**config.mk**
```make
export PLATFORM = sky130hd
export DESIGN_NAME = rx_poll_seq
export DESIGN_NICKNAME = d
export VERILOG_FILES = /design/src/rtl/rx_poll_pkg.sv /design/src/rtl/rx_poll_dur.sv /design/src/rtl/rx_poll_timer.sv /design/src/rtl/rx_poll_seq.sv
export SDC_FILE = /design/constraint.sdc
export NUM_CORES = 1
export LEC_CHECK = 0
export CORE_MARGIN = 5
export CORE_UTILIZATION = 45
export DETAILED_ROUTE_END_ITERATION = 10
export DONT_BUFFER_PORTS = 1
export GPL_TIMING_DRIVEN = 0
export PLACE_DENSITY = 0.73
export SYNTH_ARGS = -nofsm -noshare
export SYNTH_HDL_FRONTEND = slang
export SYNTH_SLANG_ARGS = --single-unit
```
**constraint.sdc**
```tcl
create_clock -name clk -period 3.2 [get_ports clk]
set_input_delay 0.64 -clock clk [delete_from_list [all_inputs] [get_ports clk]]
set_output_delay 0.64 -clock clk [all_outputs]
set_load 0.005 [all_outputs]
```
**src/rtl/rx_poll_pkg.sv**
```systemverilog
package rx_poll_pkg;
    typedef enum logic [2:0] {
        PH_PLL    = 3'd0,
        PH_SLEEP  = 3'd1,
        PH_SIGSU  = 3'd2,
        PH_BITCHK = 3'd3,
        PH_RECV   = 3'd4
    } phase_e;
endpackage

```
**src/rtl/rx_poll_dur.sv**
```systemverilog
module rx_poll_dur
    import rx_poll_pkg::*;
#(
    parameter int CW          = 18,
    parameter int SLEEP_W     = 5,
    parameter int SLEEP_UNIT  = 1024,
    parameter int XSLEEP_MULT = 8,
    parameter int PLL_CYCLES  = 799,
    parameter int SU_R0       = 882,
    parameter int SU_R1       = 498,
    parameter int SU_R2       = 306,
    parameter int SU_R3       = 210
) (
    input  phase_e               tgt_phase,
    input  logic [SLEEP_W-1:0]   sleep_cnt,
    input  logic                 sleep_ext,
    input  logic [1:0]           baud_rng,
    output logic [CW-1:0]        load_val
);
    localparam int SU_TAB [4] = '{SU_R0, SU_R1, SU_R2, SU_R3};

    logic [CW-1:0] su_sel;
    logic [CW-1:0] dur;

    // Start-up table: one candidate per baud range, picked by the field
    logic [CW-1:0] su_opt [4];
    for (genvar g = 0; g < 4; g++) begin : g_su
        assign su_opt[g] = CW'(SU_TAB[g]);
    end
    assign su_sel = su_opt[baud_rng];

    always_comb begin
        case (tgt_phase)
            PH_PLL:   dur = CW'(PLL_CYCLES);
            PH_SLEEP: dur = CW'(sleep_cnt) * CW'(SLEEP_UNIT)
                            * (sleep_ext ? CW'(XSLEEP_MULT) : CW'(1));
            PH_SIGSU: dur = su_sel;
            default:  dur = '0;
        endcase
        load_val = (dur == '0) ? '0 : dur - CW'(1);
    end
endmodule

```
**src/rtl/rx_poll_timer.sv**
```systemverilog
module rx_poll_timer #(
    parameter int CW = 18
) (
    input  logic          clk,
    input  logic          rst,
    input  logic          load,
    input  logic [CW-1:0] load_val,
    input  logic [CW-1:0] rst_val,
    output logic          done
);
    logic [CW-1:0] cnt_d, cnt_q;

    always_comb begin
        cnt_d = cnt_q;
        if (load)
            cnt_d = load_val;
        else if (cnt_q != '0)
            cnt_d = cnt_q - CW'(1);
    end

    always_ff @(posedge clk) begin
        if (rst) cnt_q <= rst_val;
        else     cnt_q <= cnt_d;
    end

    assign done = (cnt_q == '0);

    p_count_down_r2: assert property (@(posedge clk) disable iff (rst)
        (!load && cnt_q != '0) |=> (cnt_q == $past(cnt_q) - CW'(1)));
    p_hold_zero_r3: assert property (@(posedge clk) disable iff (rst)
        (!load && cnt_q == '0) |=> (cnt_q == '0));
endmodule

```
**src/rtl/rx_poll_seq.sv**
```systemverilog
module rx_poll_seq
    import rx_poll_pkg::*;
#(
    parameter int SLEEP_W     = 5,
    parameter int SLEEP_UNIT  = 1024,
    parameter int XSLEEP_MULT = 8,
    parameter int PLL_CYCLES  = 799,
    parameter int SU_R0       = 882,
    parameter int SU_R1       = 498,
    parameter int SU_R2       = 306,
    parameter int SU_R3       = 210
) (
    input  logic               clk,
    input  logic               rst,
    input  logic [SLEEP_W-1:0] sleep_cnt_i,
    input  logic               sleep_ext_i,
    input  logic [1:0]         baud_rng_i,
    input  logic               poll_en_i,
    input  logic               irq_mode_i,
    input  logic               bc_ok_i,
    input  logic               bc_fail_i,
    input  logic               start_bit_i,
    input  logic               bit_err_i,
    output logic               rx_active_o,
    output logic               supply_en_o,
    output logic               clk_out_en_o,
    output logic               opmode0_o,
    output logic               irq_o,
    output logic [2:0]         phase_o
);
    localparam int MAX_SLEEP = ((1 << SLEEP_W) - 1) * SLEEP_UNIT * XSLEEP_MULT;
    localparam int CW        = $clog2(MAX_SLEEP + PLL_CYCLES + SU_R0 + 1);

    typedef struct packed {
        phase_e phase;
        logic   started;
        logic   sup;
        logic   ckout;
        logic   opm;
        logic   irq;
    } seq_t;

    seq_t          st_d, st_q;
    logic          tmr_load;
    logic          tmr_done;
    logic [CW-1:0] tmr_val;
    logic          sleep_ok;

    assign sleep_ok = poll_en_i && (sleep_cnt_i != '0);

    always_comb begin
        st_d     = st_q;
        st_d.irq = 1'b0;
        tmr_load = 1'b0;
        case (st_q.phase)
            PH_PLL: if (tmr_done) begin
                st_d.phase = sleep_ok ? PH_SLEEP : PH_SIGSU;
                tmr_load   = 1'b1;
            end
            PH_SLEEP: if (tmr_done) begin
                st_d.phase = PH_SIGSU;
                tmr_load   = 1'b1;
            end
            PH_SIGSU: if (tmr_done) begin
                st_d.phase = PH_BITCHK;
                tmr_load   = 1'b1;
            end
            PH_BITCHK: begin
                if (bc_ok_i) begin
                    st_d.phase   = PH_RECV;
                    st_d.started = 1'b0;
                    st_d.sup     = 1'b1;
                    st_d.ckout   = 1'b1;
                    st_d.opm     = 1'b1;
                    tmr_load     = 1'b1;
                end else if (bc_fail_i) begin
                    st_d.phase = sleep_ok ? PH_SLEEP : PH_SIGSU;
                    tmr_load   = 1'b1;
                end
            end
            PH_RECV: begin
                if (bit_err_i) begin
                    st_d.irq   = !st_q.started && !irq_mode_i;
                    st_d.phase = PH_SIGSU;
                    tmr_load   = 1'b1;
                end else if (start_bit_i) begin
                    st_d.started = 1'b1;
                end
            end
            default: begin
                st_d.phase = PH_PLL;
                tmr_load   = 1'b1;
            end
        endcase
    end

    always_ff @(posedge clk) begin
        if (rst) st_q <= '{phase: PH_PLL, default: 1'b0};
        else     st_q <= st_d;
    end

    rx_poll_dur #(
        .CW(CW), .SLEEP_W(SLEEP_W), .SLEEP_UNIT(SLEEP_UNIT),
        .XSLEEP_MULT(XSLEEP_MULT), .PLL_CYCLES(PLL_CYCLES),
        .SU_R0(SU_R0), .SU_R1(SU_R1), .SU_R2(SU_R2), .SU_R3(SU_R3)
    ) u_dur (
        .tgt_phase (st_d.phase),
        .sleep_cnt (sleep_cnt_i),
        .sleep_ext (sleep_ext_i),
        .baud_rng  (baud_rng_i),
        .load_val  (tmr_val)
    );

    rx_poll_timer #(.CW(CW)) u_tmr (
        .clk      (clk),
        .rst      (rst),
        .load     (tmr_load),
        .load_val (tmr_val),
        .rst_val  (CW'(PLL_CYCLES - 1)),
        .done     (tmr_done)
    );

    assign rx_active_o  = (st_q.phase != PH_SLEEP);
    assign supply_en_o  = st_q.sup;
    assign clk_out_en_o = st_q.ckout;
    assign opmode0_o    = st_q.opm;
    assign irq_o        = st_q.irq;
    assign phase_o      = st_q.phase;

    p_irq_pulse_r10: assert property (@(posedge clk) disable iff (rst)
        irq_o |=> !irq_o);
    p_irq_cause_r7: assert property (@(posedge clk) disable iff (rst)
        irq_o |-> ($past(st_q.phase) == PH_RECV && $past(bit_err_i)
                   && !$past(irq_mode_i)));
    p_ctrl_sticky_r5: assert property (@(posedge clk) disable iff (rst)
        (supply_en_o && clk_out_en_o && opmode0_o)
        |=> (supply_en_o && clk_out_en_o && opmode0_o));
    p_recv_ctrl_r5: assert property (@(posedge clk) disable iff (rst)
        (st_q.phase == PH_RECV) |-> (supply_en_o && clk_out_en_o && opmode0_o));
    p_no_sleep_r8: assert property (@(posedge clk) disable iff (rst)
        (st_q.phase == PH_SLEEP && $past(st_q.phase) != PH_SLEEP)
        |-> ($past(poll_en_i) && $past(sleep_cnt_i) != '0));
    p_bitchk_wait_r9: assert property (@(posedge clk) disable iff (rst)
        (st_q.phase == PH_BITCHK && !bc_ok_i && !bc_fail_i)
        |=> (st_q.phase == PH_BITCHK));
endmodule

```
* Word level (Yosys, flattened, before mapping)
Cells that the tools add are included.
Storage, ports and cells: word-level logic and storage cells 63, bits in registers 24, output and inout bits 8, bits of input ports 16
Cells by class: equal/unequal tests 10, add/sub/neg operators 2, muxes and demuxes 25, order comparisons 1, multiply operators 1, reduce and logical (&&, ||, !) cells 16, bitwise logic cells 3
Operator list (count):
- two-way mux 18 bit | 5
- case mux 18 bit (3 select lines) | 1
- binary-select mux 18 bit (select 2 bit) | 1
- zero test 18 bit | 2
- subtractor 18 x 1 -> 18 bit (second input constant) | 2
- multiplier 5 x 18 -> 8 bit | 1
- two-way mux 3 bit | 6
- nonzero test 18 bit | 1
- case mux 3 bit (5 select lines) | 1
- equality test 3 x 2 -> 1 bit (second input constant) | 3
- two-way mux 4 bit | 2
- equality test 3 x 1 -> 1 bit (second input constant) | 2
- zero test 3 bit | 2
- two-way mux 1 bit | 6
- != test 2 bit (second input constant) | 3
- OR reduction 3 bit | 2
- nonzero test 5 bit | 1
- AND reduction 4 bit | 1
- nonzero test 2 bit | 2
- equality test 3 bit (second input constant) | 1
- greater-or-equal comparator 3 bit (second input constant) | 1
- != test 3 x 1 -> 1 bit (second input constant) | 1
- NOT 2 -> 3 bit | 1
- case mux 1 bit (3 select lines) | 1
- 6 further kinds | 9

* Logic depth before layout (Yosys ltp)
word-level depth 11, depth in mapped cells 14, depth with buffers taken out 13

* Cells and area by module
From an unflattened synthesis, not the netlist that was laid out.
Second synthesis, totals: cell total of the unflattened synthesis 259, area, all modules 2200.9 um^2
Modules (own cells, without submodules):
- rx_poll_timer | sequential area each 540.5 um^2, cells an instance 123, area each 1193.6 um^2, times used 1
- rx_poll_dur | sequential area each 0.0 um^2, cells an instance 81, area each 585.6 um^2, times used 1
- rx_poll_seq | sequential area each 120.1 um^2, cells an instance 55, area each 421.7 um^2, times used 1

* Worst setup path before layout
OpenSTA, ideal clock, no wires.
path type in2reg, from input sleep_cnt_i[3], to register u_tmr.cnt_q[11], path slack 0.030 ns, library setup time 0.128 ns, required time 3.072 ns, buffers on the path 2, arrival 3.042 ns, stages 12, cell sequence or4_4 > o31a_1 > o2111ai_4 > o211ai_4 > inv_1 > nand2_1 > ha_1 > buf_4 > and2_0 > clkbuf_1 > a211oi_1 > o22ai_1
On the way: longest elaborated chain between the ends 11, elaborated cells between the ends (all ways) 16, classes of those cells 1 x add/sub; 1 x mul; 2 x eq/ne; 8 x mux; 4 x reduce/logical
Ends and longest elaborated chain:
- from (decl) | line rx_poll_seq.sv:15 | input logic [SLEEP_W-1:0] sleep_cnt_i,
- parallel branches: the longest is 7 deep, another holds multiplier 5 x 18 -> 8 bit
- case mux 18 bit (3 select lines) (*) | line rx_poll_dur.sv:33 | case (tgt_phase)
- subtractor 18 x 1 -> 18 bit / zero test 18 bit (equally long branches) | line rx_poll_dur.sv:40 | load_val = (dur == '0) ? '0 : dur - CW'(1);
- two-way mux 18 bit (*) | line rx_poll_dur.sv:40
- two-way mux 18 bit (*) | line rx_poll_timer.sv:15 | if (load)
- to (signal assigned) | line rx_poll_timer.sv:22 | if (rst) cnt_q <= rst_val;
- to (signal assigned) | line rx_poll_timer.sv:23 | else cnt_q <= cnt_d;
- to (decl) | line rx_poll_timer.sv:11 | logic [CW-1:0] cnt_d, cnt_q;
Mark *: on every way between the ends. A chain may end at the register's enable or synchronous reset.

* Worst setup path after layout
from input sleep_cnt_i[3], to register u_tmr.cnt_q[8]
The elaborated chain is that of the path after synthesis.

==> flow_results.xml <==
<?xml version="1.0" encoding="UTF-8"?>
<metrics>
  <group name="outcome">
    <metric name="status" unit="">finished, final reports clean</metric>
  </group>
  <group name="setup_path">
    <metric name="worstReg2RegEnd" unit="">u_tmr.cnt_q[12]$_SDFFE_PP0P_</metric>
    <metric name="cp_num_buf_inv" unit="">3</metric>
    <metric name="critical_path.cell_chain" unit="">or4_4 -&gt; o31a_1 -&gt; o2111ai_4 -&gt; o211ai_4 -&gt; inv_2 -&gt; nand2_1 -&gt; ha_1 -&gt; buf_4 -&gt; and2_0 -&gt; clkbuf_2 -&gt; a31oi_1 -&gt; o221ai_1</metric>
    <metric name="critical-path-top-delay-family" unit="">compound AO/OA/AOI/OAI gates</metric>
    <metric name="worstRegToRegCells" unit="">11</metric>
    <metric name="crit_path_max_incr_delay" unit="ns">0.56</metric>
    <metric name="critPathRequiredTime" unit="ns">3.35</metric>
    <metric name="critical-path-slowest-cell" unit="">sky130_fd_sc_hd__or4_4</metric>
    <metric name="regToRegStartpoint" unit="">u_tmr.cnt_q[13]$_SDFFE_PP0P_</metric>
    <metric name="worstPathMaxFanout" unit="">9</metric>
    <metric name="ff2ff_setup_slack" unit="ns">0.23</metric>
    <metric name="path_class" unit="">in2reg</metric>
    <metric name="worstPathArrival" unit="ns">3.23</metric>
    <metric name="crit_path_start" unit="">sleep_cnt_i[3]</metric>
    <metric name="worstSetupPathDepth" unit="">12</metric>
    <metric name="end_kind" unit="">register</metric>
    <metric name="timing.critical_path.to" unit="">u_tmr.cnt_q[8]$_SDFFE_PP1P_</metric>
    <metric name="setup.worst_path.start_class" unit="">input port</metric>
  </group>
  <group name="layout">
    <metric name="area_growth" unit="%">9.016</metric>
    <metric name="fraction_of_layout_cells_with_a_size_suffix_above_1" unit="%">15.75</metric>
    <metric name="post_route_utilization" unit="%">50.03</metric>
    <metric name="finish.net_count" unit="">279</metric>
    <metric name="diodes" unit="">0</metric>
  </group>
  <group name="synth">
    <metric name="netlist.area_leader.share" unit="%">24.21</metric>
    <metric name="netlist-cell-type-count" unit="">63</metric>
    <metric name="synth-seq-cells" unit="">24</metric>
    <metric name="synth.avg_cell_area" unit="sq um">8.067</metric>
    <metric name="yosys_most_used_dff" unit="">sky130_fd_sc_hd__dfxtp_1</metric>
    <metric name="synth_cells" unit="">246</metric>
    <metric name="synth_top_cell_by_area" unit="">sky130_fd_sc_hd__dfxtp_1</metric>
    <metric name="synth_enable_flop_cells" unit="">0</metric>
    <metric name="ys_async_sr_fraction" unit="%">0</metric>
    <metric name="synthesis.yosys.warnings" unit="">0</metric>
    <metric name="synthesized_area" unit="sq um">1984</metric>
    <metric name="synth_seq_area_share" unit="%">24.21</metric>
    <metric name="post_synth_main_area_contributors" unit="">sky130_fd_sc_hd__dfxtp_1 24%, sky130_fd_sc_hd__xnor2_1 6.2%, sky130_fd_sc_hd__ha_1 4.4%, sky130_fd_sc_hd__nor2_1 4.4%, sky130_fd_sc_hd__nand2_1 4.0%</metric>
  </group>
  <group name="sta">
    <metric name="worst_slew_pin_slew" unit="ns">0.4887</metric>
    <metric name="fin_skew" unit="ns">0.001394</metric>
    <metric name="post-route-min-period" unit="ns">3.090</metric>
    <metric name="slew-limit-headroom" unit="%">67.17</metric>
    <metric name="drv_slew" unit="">0</metric>
    <metric name="setup_viol" unit="">0</metric>
    <metric name="fmax_achieved" unit="MHz">323.7</metric>
    <metric name="timing_hold_violations_final" unit="">0</metric>
    <metric name="layout_worst_path_cycle_share" unit="%">96.55</metric>
  </group>
  <group name="route">
    <metric name="routedWlPerCell" unit="microns">15.51</metric>
    <metric name="wirelength" unit="mm">4.747</metric>
    <metric name="route.detailed.drc" unit="">0</metric>
    <metric name="ant_nets" unit="">0</metric>
    <metric name="drtPass1Iterations" unit="">4</metric>
    <metric name="detailroute.via_count" unit="">1835</metric>
    <metric name="detail_route.vias_per_cell" unit="">5.997</metric>
    <metric name="drt_iter0_markers" unit="">137</metric>
  </group>
  <group name="die">
    <metric name="fp.dieW" unit="microns">76.41</metric>
    <metric name="floorplan.die_area" unit="sq um">5838</metric>
    <metric name="die-height" unit="microns">76.41</metric>
    <metric name="placementRows" unit="">24</metric>
    <metric name="core-area" unit="sq um">4324</metric>
    <metric name="num_io_pins" unit="">24</metric>
    <metric name="initial_core_util" unit="%">45.89</metric>
  </group>
  <group name="power">
    <metric name="p_leak" unit="nW">0.7288</metric>
    <metric name="ir_drop" unit="mV">0.3436</metric>
    <metric name="power_per_cell_area" unit="nW/um^2">292.2</metric>
    <metric name="post-layout-total-power" unit="mW">0.6321</metric>
  </group>
  <group name="cts">
    <metric name="cts-buffers-inserted" unit="">3</metric>
    <metric name="path_clk_slew" unit="ns">0.08</metric>
    <metric name="ctsHoldBuffers" unit="">0</metric>
    <metric name="numClockSinks" unit="">24</metric>
    <metric name="cts_tree" unit="">built</metric>
    <metric name="cts-root-buf" unit="">sky130_fd_sc_hd__clkbuf_8</metric>
    <metric name="clk_latency" unit="ns">0.27</metric>
    <metric name="cts-htree-levels" unit="">1</metric>
    <metric name="clock_tree.buffer_depth" unit="">2</metric>
  </group>
  <group name="grt">
    <metric name="global_route.overflow_total" unit="">0</metric>
    <metric name="grt_max_degree" unit="">15</metric>
    <metric name="number_of_global_route_vias_before_repair" unit="">1640</metric>
    <metric name="grt_antenna_before_repair" unit="">0</metric>
    <metric name="grt_first_pass_wirelength" unit="mm">7.769</metric>
    <metric name="gr-usage-all-layers" unit="%">15.71</metric>
  </group>
  <group name="place">
    <metric name="hpwl" unit="mm">3.624</metric>
    <metric name="port_buffers" unit="">0</metric>
    <metric name="routabilityCongestion" unit="">0.8443</metric>
  </group>
  <group name="worst_hold_path">
    <metric name="worst_hold_path_type" unit="">reg2reg</metric>
  </group>
  <group name="run">
    <metric name="max-cap-violations" unit="">0</metric>
  </group>
</metrics>
[worst min-delay path by stage]
stage / cells after the start / from / to / slack [ns]
2_1_floorplan: 1 / st_q[4]$_SDFFE_PP0P_ / irq_o$_SDFF_PP0_ / 0.40
3_3_place_gp: 1 / st_q[4]$_SDFFE_PP0P_ / irq_o$_SDFF_PP0_ / 0.43
3_5_place_dp: 1 / st_q[4]$_SDFFE_PP0P_ / irq_o$_SDFF_PP0_ / 0.42
4_1_cts: 1 / st_q[4]$_SDFFE_PP0P_ / irq_o$_SDFF_PP0_ / 0.43
5_1_grt: 1 / st_q[4]$_SDFFE_PP0P_ / irq_o$_SDFF_PP0_ / 0.46
6_report: 1 / st_q[4]$_SDFFE_PP0P_ / irq_o$_SDFF_PP0_ / 0.43
[cell families after synthesis]
kind of cell	share of synthesized area, %
AOI/OAI and AO/OA	25.79
DFF	24.21
muxes	1.576
xor gates and xnor gates	8.386
other	0.1890
adders and majority gates	5.422
and+or+nand+nor	28.06
buffers and inverters	6.368
[layer usage]
metal	share of wire, %	track usage (%)	vias up
met3	6.0	4.137	2
met2	46	25.00	59
met1	48	21.40	847
li1	-	-	927
met4	0.51	2.972	0
met5	0	0	-
[per-stage QoR]
stage | cell area, sq um | hold WS, ns | worst slack (ns) | setup TNS [ns] | cells
3_3_place_gp | 2057 | 0.4251 | -0.3472 | -2.490 | 300
4_1_cts | 2136 | 0.4306 | 0.01017 | 0 | 305
3_5_place_dp | 2057 | 0.4169 | -0.3434 | -2.711 | 300
6_report | 2163 | 0.4288 | 0.1103 | 0 | 306
2_1_floorplan | 1992 | 0.3988 | 0.03010 | 0 | 248
5_1_grt | 2163 | 0.4565 | -0.006908 | -0.006908 | 306
[cells in the mapped netlist (3+ instances only)]
library cell	number
sky130_fd_sc_hd__a211oi_1	3
sky130_fd_sc_hd__a21oi_1	12
sky130_fd_sc_hd__a31oi_1	4
sky130_fd_sc_hd__a32oi_1	3
sky130_fd_sc_hd__buf_4	7
sky130_fd_sc_hd__dfxtp_1	24
sky130_fd_sc_hd__ha_1	7
sky130_fd_sc_hd__inv_1	8
sky130_fd_sc_hd__nand2_1	21
sky130_fd_sc_hd__nand2b_1	7
sky130_fd_sc_hd__nand3_1	11
sky130_fd_sc_hd__nand4_1	3
sky130_fd_sc_hd__nor2_1	23
sky130_fd_sc_hd__nor2b_1	3
sky130_fd_sc_hd__nor3_1	6
sky130_fd_sc_hd__nor4_1	5
sky130_fd_sc_hd__o211ai_1	3
sky130_fd_sc_hd__o21ai_0	9
sky130_fd_sc_hd__o221ai_1	5
sky130_fd_sc_hd__o22ai_1	7
sky130_fd_sc_hd__o31ai_1	3
sky130_fd_sc_hd__or3_1	3
sky130_fd_sc_hd__xnor2_1	14
sky130_fd_sc_hd__xor2_1	5
[registers in the layout, indices dropped and copies added, names as in the netlist]
signal       flops
st_q             1
phase_o          3
u_tmr.cnt_q     18
irq_o            1
opmode0_o        1
[power breakdown]
| part | switching, mW | leakage [nW] | internal, mW |
|---|---|---|---|
| Sequential | 0.00531 | 0.194 | 0.303 |
| Combinational | 0.0321 | 0.499 | 0.0267 |
| Clock | 0.0972 | 0.0357 | 0.167 |
[cell usage in the layout (no fill, tap or decap), types with 3 or more instances in the layout]
| master | synthesis | layout |
|---|---|---|
| sky130_fd_sc_hd__dfxtp_1 | 24 | 24 |
| sky130_fd_sc_hd__o221ai_1 | 5 | 5 |
| sky130_fd_sc_hd__nor4_1 | 5 | 4 |
| sky130_fd_sc_hd__clkbuf_8 | 0 | 3 |
| sky130_fd_sc_hd__buf_4 | 7 | 9 |
| sky130_fd_sc_hd__nor3_1 | 6 | 6 |
| sky130_fd_sc_hd__conb_1 | 1 | 3 |
| sky130_fd_sc_hd__a31oi_1 | 4 | 4 |
| sky130_fd_sc_hd__xnor2_1 | 14 | 14 |
| sky130_fd_sc_hd__o22ai_1 | 7 | 7 |
| sky130_fd_sc_hd__inv_1 | 8 | 7 |
| sky130_fd_sc_hd__o31ai_1 | 3 | 3 |
| sky130_fd_sc_hd__xor2_1 | 5 | 5 |
| sky130_fd_sc_hd__o21ai_0 | 9 | 9 |
| sky130_fd_sc_hd__nand2b_1 | 7 | 7 |
| sky130_fd_sc_hd__nand3_1 | 11 | 11 |
| sky130_fd_sc_hd__o211ai_1 | 3 | 3 |
| sky130_fd_sc_hd__a21oi_1 | 12 | 12 |
| sky130_fd_sc_hd__a32oi_1 | 3 | 3 |
| sky130_fd_sc_hd__nand4_1 | 3 | 3 |
| sky130_fd_sc_hd__nand2_1 | 21 | 20 |
| sky130_fd_sc_hd__ha_1 | 7 | 7 |
| sky130_fd_sc_hd__nor2b_1 | 3 | 3 |
| sky130_fd_sc_hd__nor2_1 | 23 | 23 |
| sky130_fd_sc_hd__or3_1 | 3 | 3 |
[layout make-up]
cell class,count,area (sq um)
Timing Repair Buffer,2,15.01
Clock buffer,3,41.29
Inverter,9,33.78
Clock inverter,1,30.03
Sequential cell,24,480.5
Fill cell,438,2161
Tap cell,52,65.06
Buffer,13,93.84
Multi-Input combinational cell,202,1404
[what timing repair did]
| action | 4_1_cts | 5_1_grt |
|---|---|---|
| setup buffers | 1 | 1 |
| gates resized for setup | 1 | 5 |
| endpoints found under the setup margin | 14 | 17 |
| pin swaps | 1 | 0 |
(Power assumes the default switching activity.)
